File: config.mk
export PLATFORM = sky130hd
export DESIGN_NAME = rsp_chk_ctrl
export DESIGN_NICKNAME = d
export VERILOG_FILES = /design/src/rtl/rsp_chk_pkg.sv /design/src/rtl/rsp_chk_ctrl.sv
export SDC_FILE = /design/constraint.sdc
export NUM_CORES = 1
export LEC_CHECK = 0
export ABC_AREA = 1
export BUFFER_PORTS_ARGS = -buffer_cell sky130_fd_sc_hd__buf_2
export CAP_MARGIN = 20
export CORE_MARGIN = 8
export CORE_UTILIZATION = 51
export DETAILED_ROUTE_END_ITERATION = 8
export GPL_TIMING_DRIVEN = 1
export MAX_ROUTING_LAYER = met4
export PLACE_DENSITY_LB_ADDON = 0.25
export SLEW_MARGIN = 5
export SYNTH_ARGS = -nofsm -noshare
export SYNTH_HDL_FRONTEND = slang
export SYNTH_SLANG_ARGS = --single-unit
export TNS_END_PERCENT = 30
File: constraint.sdc
create_clock -name clk -period 2.7 [get_ports clk]
set_input_delay 0.54 -clock clk [delete_from_list [all_inputs] [get_ports clk]]
set_output_delay 0.54 -clock clk [all_outputs]
set_load 0.01 [all_outputs]
File: src/rtl/rsp_chk_pkg.sv
package rsp_chk_pkg;

  typedef enum logic [2:0] {
    K_NONE,
    K_WRITE,
    K_CTRL,
    K_REGRD,
    K_BLKRD
  } cmdKind_t;

  typedef enum logic [1:0] {
    RES_OK    = 2'd0,
    RES_FAIL  = 2'd1,
    RES_RESET = 2'd2
  } result_t;

  typedef struct packed {
    logic loadCmd;
    logic shiftWord;
    logic clrCnt;
    logic incCnt;
  } dpCtl_t;

  function automatic cmdKind_t classifyCode(input logic [7:0] code);
    cmdKind_t k;
    case (code)
      8'hC1, 8'hC3, 8'hC7, 8'hC9: k = K_WRITE;
      8'hC2, 8'hC8:               k = K_BLKRD;
      8'hC4, 8'hCA:               k = K_REGRD;
      8'hC5, 8'hC6, 8'hCF:        k = K_CTRL;
      default:                    k = K_NONE;
    endcase
    return k;
  endfunction

endpackage

File: src/rtl/rsp_chk_ctrl.sv
module rsp_chk_ctrl
  import rsp_chk_pkg::*;
(
  input  logic     clk,
  input  logic     rst_n,
  input  logic     cmdStart,
  input  logic     rxValid,
  input  logic     rxLast,
  input  cmdKind_t kind,
  input  cmdKind_t kindNew,
  input  logic     crcOn,
  input  logic     echoOk,
  input  logic     statusZero,
  input  logic     hdrHit,
  input  logic     scanDone,
  input  logic     dataLast,
  input  logic     crcLast,
  output dpCtl_t   ctl,
  output logic     resultValid,
  output result_t  resultCode
);

  typedef enum logic [2:0] {S_IDLE, S_SKIP, S_ECHO, S_STAT, S_SCAN, S_DATA, S_CRC} state_t;

  state_t  st, nxt;
  logic    fire;
  result_t fireCode;

  always_comb begin
    nxt      = st;
    ctl      = '0;
    fire     = 1'b0;
    fireCode = RES_OK;
    case (st)
      S_IDLE: begin
        if (cmdStart) begin
          if (kindNew == K_NONE) begin
            fire = 1'b1; fireCode = RES_FAIL;
          end else begin
            ctl.loadCmd = 1'b1;
            nxt = (kindNew == K_CTRL) ? S_SKIP : S_ECHO;
          end
        end
      end
      S_SKIP: begin
        if (rxValid) begin
          if (rxLast) begin
            fire = 1'b1; fireCode = RES_FAIL; nxt = S_IDLE;
          end else nxt = S_ECHO;
        end
      end
      S_ECHO: begin
        if (rxValid) begin
          if (!echoOk || rxLast) begin
            fire = 1'b1; fireCode = RES_FAIL; nxt = S_IDLE;
          end else nxt = S_STAT;
        end
      end
      S_STAT: begin
        if (rxValid) begin
          if (!statusZero) begin
            fire = 1'b1; fireCode = RES_FAIL; nxt = S_IDLE;
          end else if (kind == K_WRITE || kind == K_CTRL) begin
            fire = 1'b1; fireCode = RES_OK; nxt = S_IDLE;
          end else if (rxLast) begin
            fire = 1'b1; fireCode = RES_RESET; nxt = S_IDLE;
          end else begin
            ctl.clrCnt = 1'b1; nxt = S_SCAN;
          end
        end
      end
      S_SCAN: begin
        if (rxValid) begin
          if (hdrHit) begin
            if (kind == K_BLKRD) begin
              fire = 1'b1; fireCode = RES_OK; nxt = S_IDLE;
            end else if (rxLast) begin
              fire = 1'b1; fireCode = RES_FAIL; nxt = S_IDLE;
            end else begin
              ctl.clrCnt = 1'b1; nxt = S_DATA;
            end
          end else if (rxLast || scanDone) begin
            fire = 1'b1; fireCode = RES_RESET; nxt = S_IDLE;
          end else ctl.incCnt = 1'b1;
        end
      end
      S_DATA: begin
        if (rxValid) begin
          ctl.shiftWord = 1'b1;
          if (dataLast) begin
            if (!crcOn) begin
              fire = 1'b1; fireCode = RES_OK; nxt = S_IDLE;
            end else if (rxLast) begin
              fire = 1'b1; fireCode = RES_FAIL; nxt = S_IDLE;
            end else begin
              ctl.clrCnt = 1'b1; nxt = S_CRC;
            end
          end else if (rxLast) begin
            fire = 1'b1; fireCode = RES_FAIL; nxt = S_IDLE;
          end else ctl.incCnt = 1'b1;
        end
      end
      S_CRC: begin
        if (rxValid) begin
          if (crcLast) begin
            fire = 1'b1; fireCode = RES_OK; nxt = S_IDLE;
          end else if (rxLast) begin
            fire = 1'b1; fireCode = RES_FAIL; nxt = S_IDLE;
          end else ctl.incCnt = 1'b1;
        end
      end
      default: nxt = S_IDLE;
    endcase
  end

  always_ff @(posedge clk or negedge rst_n) begin
    if (!rst_n) begin
      st          <= S_IDLE;
      resultValid <= 1'b0;
      resultCode  <= RES_OK;
    end else begin
      st          <= nxt;
      resultValid <= fire;
      if (fire) resultCode <= fireCode;
    end
  end

  // a verdict strobe is one cycle wide
  a_r10_single_pulse: assert property (@(posedge clk) disable iff (!rst_n)
    resultValid |=> !resultValid);

  // the checker is idle whenever a verdict is shown
  a_r10_idle_on_result: assert property (@(posedge clk) disable iff (!rst_n)
    resultValid |-> st == S_IDLE);

  // an unrecognised code is refused on the next cycle
  a_r2_unknown_fail: assert property (@(posedge clk) disable iff (!rst_n)
    (st == S_IDLE && cmdStart && kindNew == K_NONE) |=> (resultValid && resultCode == RES_FAIL));

  // a wrong echo ends the command with FAIL
  a_r4_echo_fail: assert property (@(posedge clk) disable iff (!rst_n)
    (st == S_ECHO && rxValid && !echoOk) |=> (resultValid && resultCode == RES_FAIL));

  // a non-zero status ends the command with FAIL
  a_r5_status_fail: assert property (@(posedge clk) disable iff (!rst_n)
    (st == S_STAT && rxValid && !statusZero) |=> (resultValid && resultCode == RES_FAIL));

  // budget exhausted without a token asks for RESET
  a_r7_scan_reset: assert property (@(posedge clk) disable iff (!rst_n)
    (st == S_SCAN && rxValid && !hdrHit && scanDone) |=> (resultValid && resultCode == RES_RESET));

endmodule

==> summary.txt, run 1 <==
Run status
  – Outcome: finished, final reports clean

Power and ir drop
  – Pint: 0.289 mW
  – Clock Power Share: 0.143
  – VDD IR max: 0.000438 V
  – Combinational Power Share: 0.564
  – Flop pwr share: 0.293
  – Psw: 0.275 mW
  – Net Sw Frac: 0.488
  – Lkg Pwr: 0.491 nW
  – Power Density: 672 nW/um2

Timing
  – Final setup TNS: 0 ns
  – Final Setup Violations: 0
  – RSZ-0062 raised after global routing: false
  – Max-slew violations: 0
  – Max Freq: 479 MHz
  – Final worst path period share: 0.773
  – Max-slew headroom: 0.768
  – Final-report hold violation count: 0
  – Slew @ Worst Pin: 0.344 ns
  – Setup Skew: 0.00563 ns
  – Crit path time final: 2.09 ns

Synth
  – Seq/Total Area, Yosys: 0.218
  – YS warnings: 0
  – Post-synth top area share: 0.218
  – Synthesized Nets: 143
  – Largest area contributor in the netlist: dfrtp_1
  – Mapped cell area: 688 um2
  – Mean Syn Cell Area: 5.51 um2
  – Number of synthesized register bits: 6
  – Top cells by area, synth: dfrtp_1 22%, nand2_1 20%, nor2_1 12%
  – Post-synthesis cell type count: 20
  – Mapped Cells: 125

Clock network
  – Max Root-Sink Buffers: 2
  – CTS tree: yes
  – Root Driver: clkbuf_4
  – Postcts setup bufs: 0
  – Htree depth: 1
  – Worst skew pair latency: 0.24 ns
  – Clock transition at path regs: 0.05 ns
  – Num CTS Buffers: 3
  – CTS sink cnt: 6
  – CTS Hold Buffers Added: 0
  – Resized cells post-CTS: 0

Cells and area
  – Syn-to-layout area delta: 22.0%
  – Fin cells: 165
  – Fill cells: 132
  – Final Core Density: 0.653
  – ANT cells: 0
  – Layout Nets: 170
  – Share of layout cells above drive strength 1: 0.247
  – Most frequent cells in the layout: 36 x nand2_1, 24 x buf_2, 22 x nor2_1, 14 x nand3_1, 13 x inv_1
  – Most common cell after layout, fill and taps aside: nand2_1

Placed design
  – Placed cells: 162
  – IO buf count: 24
  – Post-DP HPWL: 1670 um
  – Routability Congestion: 0.972

Routing
  – Via count: 891
  – ANT nets after route: 0
  – Remaining DRCs: 0
  – Vias per cell: 5.40
  – Wire per inst: 12.0 um
  – DRC marker count from the first detailed-route iteration: 51
  – WL final: 1990 um
  – TritonRoute pass-1 iters: 4

Die
  – Ports: 25
  – Die X: 52.7 um
  – Num rows: 13
  – Core footprint: 1280 um2
  – Die ar.: 2780 um2
  – Starting density of the core: 0.536
  – Die height: 52.7 um

Global route
  – Grt total ovfl: 0
  – Global-route wire length before repair: 3280 um
  – Pin count of the biggest net entering global routing: 11
  – Vias in the first global route: 828
  – Gr usage total: 0.156
  – Initial antenna violation count: 0

Worst setup path
  – Critical path peak fanout: 8
  – Worst Setup Path Type: reg2out
  – CP Capture Type: output pin
  – CP startpoint kind: flop
  – CP arrival: 1.55 ns
  – Crit path required time: 2.16 ns

Flow run
  – Max-Cap Viols: 0

Worst hold path
  – Min-Delay Path Class: in2async
cells in the mapped netlist:
| cell type | n |
|---|---|
| a21oi_1 | 7 |
| a31oi_1 | 2 |
| buf_2 | 2 |
| dfrtp_1 | 6 |
| inv_1 | 13 |
| inv_2 | 5 |
| nand2_1 | 36 |
| nand3_1 | 14 |
| nand3_2 | 2 |
| nand3b_1 | 2 |
| nand4_1 | 3 |
| nor2_1 | 22 |
| nor2_2 | 1 |
| nor2_4 | 1 |
| nor3_1 | 4 |
| nor3_2 | 1 |
| nor4_1 | 1 |
| o211ai_1 | 1 |
| o21ai_0 | 1 |
| o21ai_1 | 1 |
routing by layer:
metal	wire length (um)	vias up	GRT usage
li1	-	455	-
met5	0	-	-
met1	852	384	0.172
met3	189	4	0.0398
met2	912	48	0.261
met4	32	0	0.0603
worst max-delay path, stage by stage (launching register included):
cell	delay, ns
dfrtp_1	0.47
inv_2	0.14
nand3_1	0.12
nand3b_1	0.24
a31oi_1	0.18
buf_2	0.15
worst paths after layout:
kind	from	end	slack, ns	cells past startpoint
min reg2reg	resultCode[1]	resultCode[1]	0.49	2
max	st[2]	ctl[1]	0.61	5
min	rst_n	resultCode[0]	0.11	1
min in group clk	resultCode[1]	resultCode[1]	0.49	2
max in group asynchronous	rst_n	st[2]	2.45	1
max reg2reg	st[2]	resultValid	1.31	7
kinds of logic (layout without fill, tap and decap cells):
logic type,Yosys count,count (layout),share of synthesized area
compound gates,12,12,0.0945
buf+inv,20,45,0.113
flops,6,6,0.218
simple gates,87,87,0.575
cell type report:
class	instances	area, um2	share of cell area
Multi-Input combinational cell	99	460	0.548
Sequential cell	6	150	0.179
Timing Repair Buffer	24	120	0.143
Inverter	18	67.6	0.0805
Clock buffer	3	22.5	0.0268
Tap cell	15	18.8	0.0224
registers in the layout (all words and copies together) (netlist names):
register	count
st	3
resultValid	1
resultCode	2
power groups by stage:
stage               clock network (mW)  logic, mW  registers, mW
floorplan                            0      0.228          0.165
global placement                     0      0.312          0.164
detailed placement                   0      0.315          0.166
CTS                             0.0819      0.316          0.165
global route                    0.0883      0.361          0.170
finish                          0.0807      0.318          0.165
per-stage QoR:
step	setup WS [ns]	cell area (um2)	power, mW	hold slack (ns)
6_report	0.613	840	0.564	0.109
5_1_grt	0.468	840	0.619	0.116
4_1_cts	0.638	840	0.563	0.108
3_5_place_dp	0.750	817	0.480	0.366
3_3_place_gp	0.725	817	0.477	0.362
2_1_floorplan	0.945	688	0.393	0.244
Note: power is estimated with default switching activity, not from simulation.
==> run 2: changes to the inputs <==
- CORE_UTILIZATION: 51 -> 43
- clock period: 2.7 -> 1.9 ns (I/O delays scaled with it)
==> summary.txt, run 2 (synthesis gave the netlist of run 1 again) <==
Run status
  – Outcome: finished, final reports clean (unchanged)

Routing
  – DRC marker count from the first detailed-route iteration: 31 (was 51)
  – Routed length on met1: 898 um (was 852 um)
  – WL final: 2160 um (was 1990 um)
  – Detail Route met2 WL: 974 um (was 912 um)
  – Top sig layer: met4 (unchanged)
  – WL met3: 258 um (was 189 um)
  – Wire per inst: 12.4 um (was 12.0 um)
  – Via count: 971 (was 891)
  – TritonRoute pass-1 iters: 4 (unchanged)
  – Remaining DRCs: 0 (unchanged)
  – ANT nets after route: 0 (unchanged)
  – Vias per cell: 5.58 (was 5.40)

Clock network
  – Num CTS Buffers: 3 (unchanged)
  – Root Driver: clkbuf_4 (unchanged)
  – Max Root-Sink Buffers: 2 (unchanged)
  – CTS sink cnt: 6 (unchanged)
  – Worst skew pair latency: 0.24 ns (about the same)
  – Clock transition at path regs: 0.04 ns (was 0.05 ns)
  – Htree depth: 1 (unchanged)
  – CTS tree: yes (unchanged)

Worst setup path
  – Slowest CP cell: dfrtp_2 (was dfrtp_1)
  – Largest stage delay, worst path: 0.48 ns (was 0.47 ns)
  – CP Capture Type: output pin (unchanged)
  – CP most frequent cell: a21oi_1
  – CP startpoint kind: flop (unchanged)
  – Crit path cell chain: nor2_4, nand3_1, nor2_2, a21oi_1, a21oi_1, buf_2 (was inv_2, nand3_1, nand3b_1, a31oi_1, buf_2)
  – Crit path required time: 1.52 ns (was 2.16 ns)
  – Buf/Inv on CP: 1 (was 2)
  – CP delay by family, top: flip-flops (unchanged)
  – Worst Setup Path Type: reg2out (unchanged)
  – Critical path peak fanout: 6 (was 8)
  – CP arrival: 1.47 ns (was 1.55 ns)

Flow run
  – Max-Cap Viols: 0 (unchanged)

Timing
  – Max-slew headroom: 0.772 (was 0.768)
  – Max-slew violations: 0 (unchanged)
  – Setup Skew: 0.00170 ns (was 0.00563 ns)
  – Final-report hold violation count: 0 (unchanged)
  – RSZ-0062 raised after global routing: true (was false)
  – Final hold slack: 0.490 ns (was 0.109 ns)
  – Final Setup Violations: 0 (unchanged)
  – Crit path time final: 1.85 ns
  – Max Freq: 540 MHz
  – Slew @ Worst Pin: 0.339 ns (was 0.344 ns)
  – Final worst path period share: 0.974

Die
  – Ports: 25 (unchanged)
  – Starting density of the core: 0.457 (was 0.536)
  – Die X: 56.0 um (was 52.7 um)
  – Num rows: 14 (was 13)
  – Die height: 56.0 um (was 52.7 um)
  – Core footprint: 1510 um2 (was 1280 um2)
  – Die ar.: 3140 um2 (was 2780 um2)

Power and ir drop
  – VDD IR max: 0.000567 V (was 0.000438 V)
  – Lkg Pwr: 0.530 nW (was 0.491 nW)
  – Power Density: 976 nW/um2 (was 672 nW/um2)

Cells and area
  – Share of layout cells above drive strength 1: 0.323 (was 0.247)
  – Syn-to-layout area delta: 38.0% (was 22.0%)
  – Top Registers: st (3), resultCode (2), resultValid (1) (unchanged)
  – Most common cell after layout, fill and taps aside: nand2_1 (unchanged)
  – ANT cells: 0 (unchanged)
  – Most frequent cells in the layout: 36 x nand2_1, 24 x buf_2, 20 x nor2_1, 13 x inv_1, 12 x nand3_1 (was 36 x nand2_1, 24 x buf_2, 22 x nor2_1, 14 x nand3_1, 13 x inv_1)
  – Layout Nets: 178 (was 170)
  – Largest register FFs: 3 (unchanged)
  – Final Core Density: 0.630 (was 0.653)
  – Largest Register: st (unchanged)

Global route
  – Global-route wire length before repair: 3460 um (was 3280 um)
  – Initial antenna violation count: 0 (unchanged)
  – Grt total ovfl: 0 (unchanged)
  – Pin count of the biggest net entering global routing: 11 (unchanged)
  – Vias in the first global route: 857 (was 828)
  – Gr usage total: 0.133 (was 0.156)

Placed design
  – IO buf count: 24 (unchanged)
  – Post-DP HPWL: 1670 um (about the same)
  – Routability Congestion: 1.00 (was 0.972)

Worst hold path
  – Min-Delay Path Class: in2async (unchanged)
## run 2: report_power, final
part	internal (mW)	switching [mW]	total [mW]
logic	0.221	0.335	0.555
clock network	0.0713	0.0444	0.116
registers	0.184	0.0718	0.256
## run 2: layout make-up
cell class	instances	area, um2
fill	141	557
multi-input combinational	99	495
timing repair buffer	32	183
sequential	6	154
inverter	18	75.1
clock buffer	3	22.5
tap	16	20.0
## run 2: worst reg2reg max path, cell delays in order, from the launching register on
cell     delay (ns)
dfrtp_2        0.45
buf_4          0.16
nor3_1         0.31
nand3_1        0.16
nand2_1        0.09
nor2_1         0.06
nand3_1        0.08
nand2_1        0.05
## run 2: timing repair
item | in CTS | in global routing
setup buffers | 0 | 7
gates resized for setup | 3 | 10
hold buffers | 1 | 0
endpoints found under the setup margin | 2 | 2
hold endpoints to repair | 6 | 0
gates cloned | 0 | 0
pin swaps | 0 | 1
## run 2: worst paths after layout
kind | from | end | slack, ns | depth (start not counted)
min reg2reg | resultCode[1] | resultCode[1] | 0.49 | 2
max | st[0] | ctl[0] | 0.05 | 6
max in group asynchronous | rst_n | st[1] | 1.26 | 2
min in group clk | resultCode[1] | resultCode[1] | 0.49 | 2
max reg2reg | st[2] | resultCode[0] | 0.43 | 7
min | rst_n | resultCode[1] | 0.49 | 2
## run 2: layer usage
layer | vias to the layer above | GRT usage
met1 | 420 | 0.146
met2 | 70 | 0.200
met5 | - | -
li1 | 477 | -
met4 | 0 | 0.0619
met3 | 4 | 0.0616
## run 2: metrics by stage
stage | setup TNS (ns) | total power, mW | setup slack [ns] | instance area, um2 | std cells
3_3_place_gp | 0 | 0.686 | 0.211 | 818 | 163
3_5_place_dp | 0 | 0.685 | 0.226 | 818 | 163
6_report | 0 | 0.927 | 0.0487 | 950 | 174
5_1_grt | -0.0306 | 1.01 | -0.0306 | 950 | 174
2_1_floorplan | 0 | 0.559 | 0.402 | 688 | 125
4_1_cts | 0 | 0.817 | 0.0146 | 858 | 167
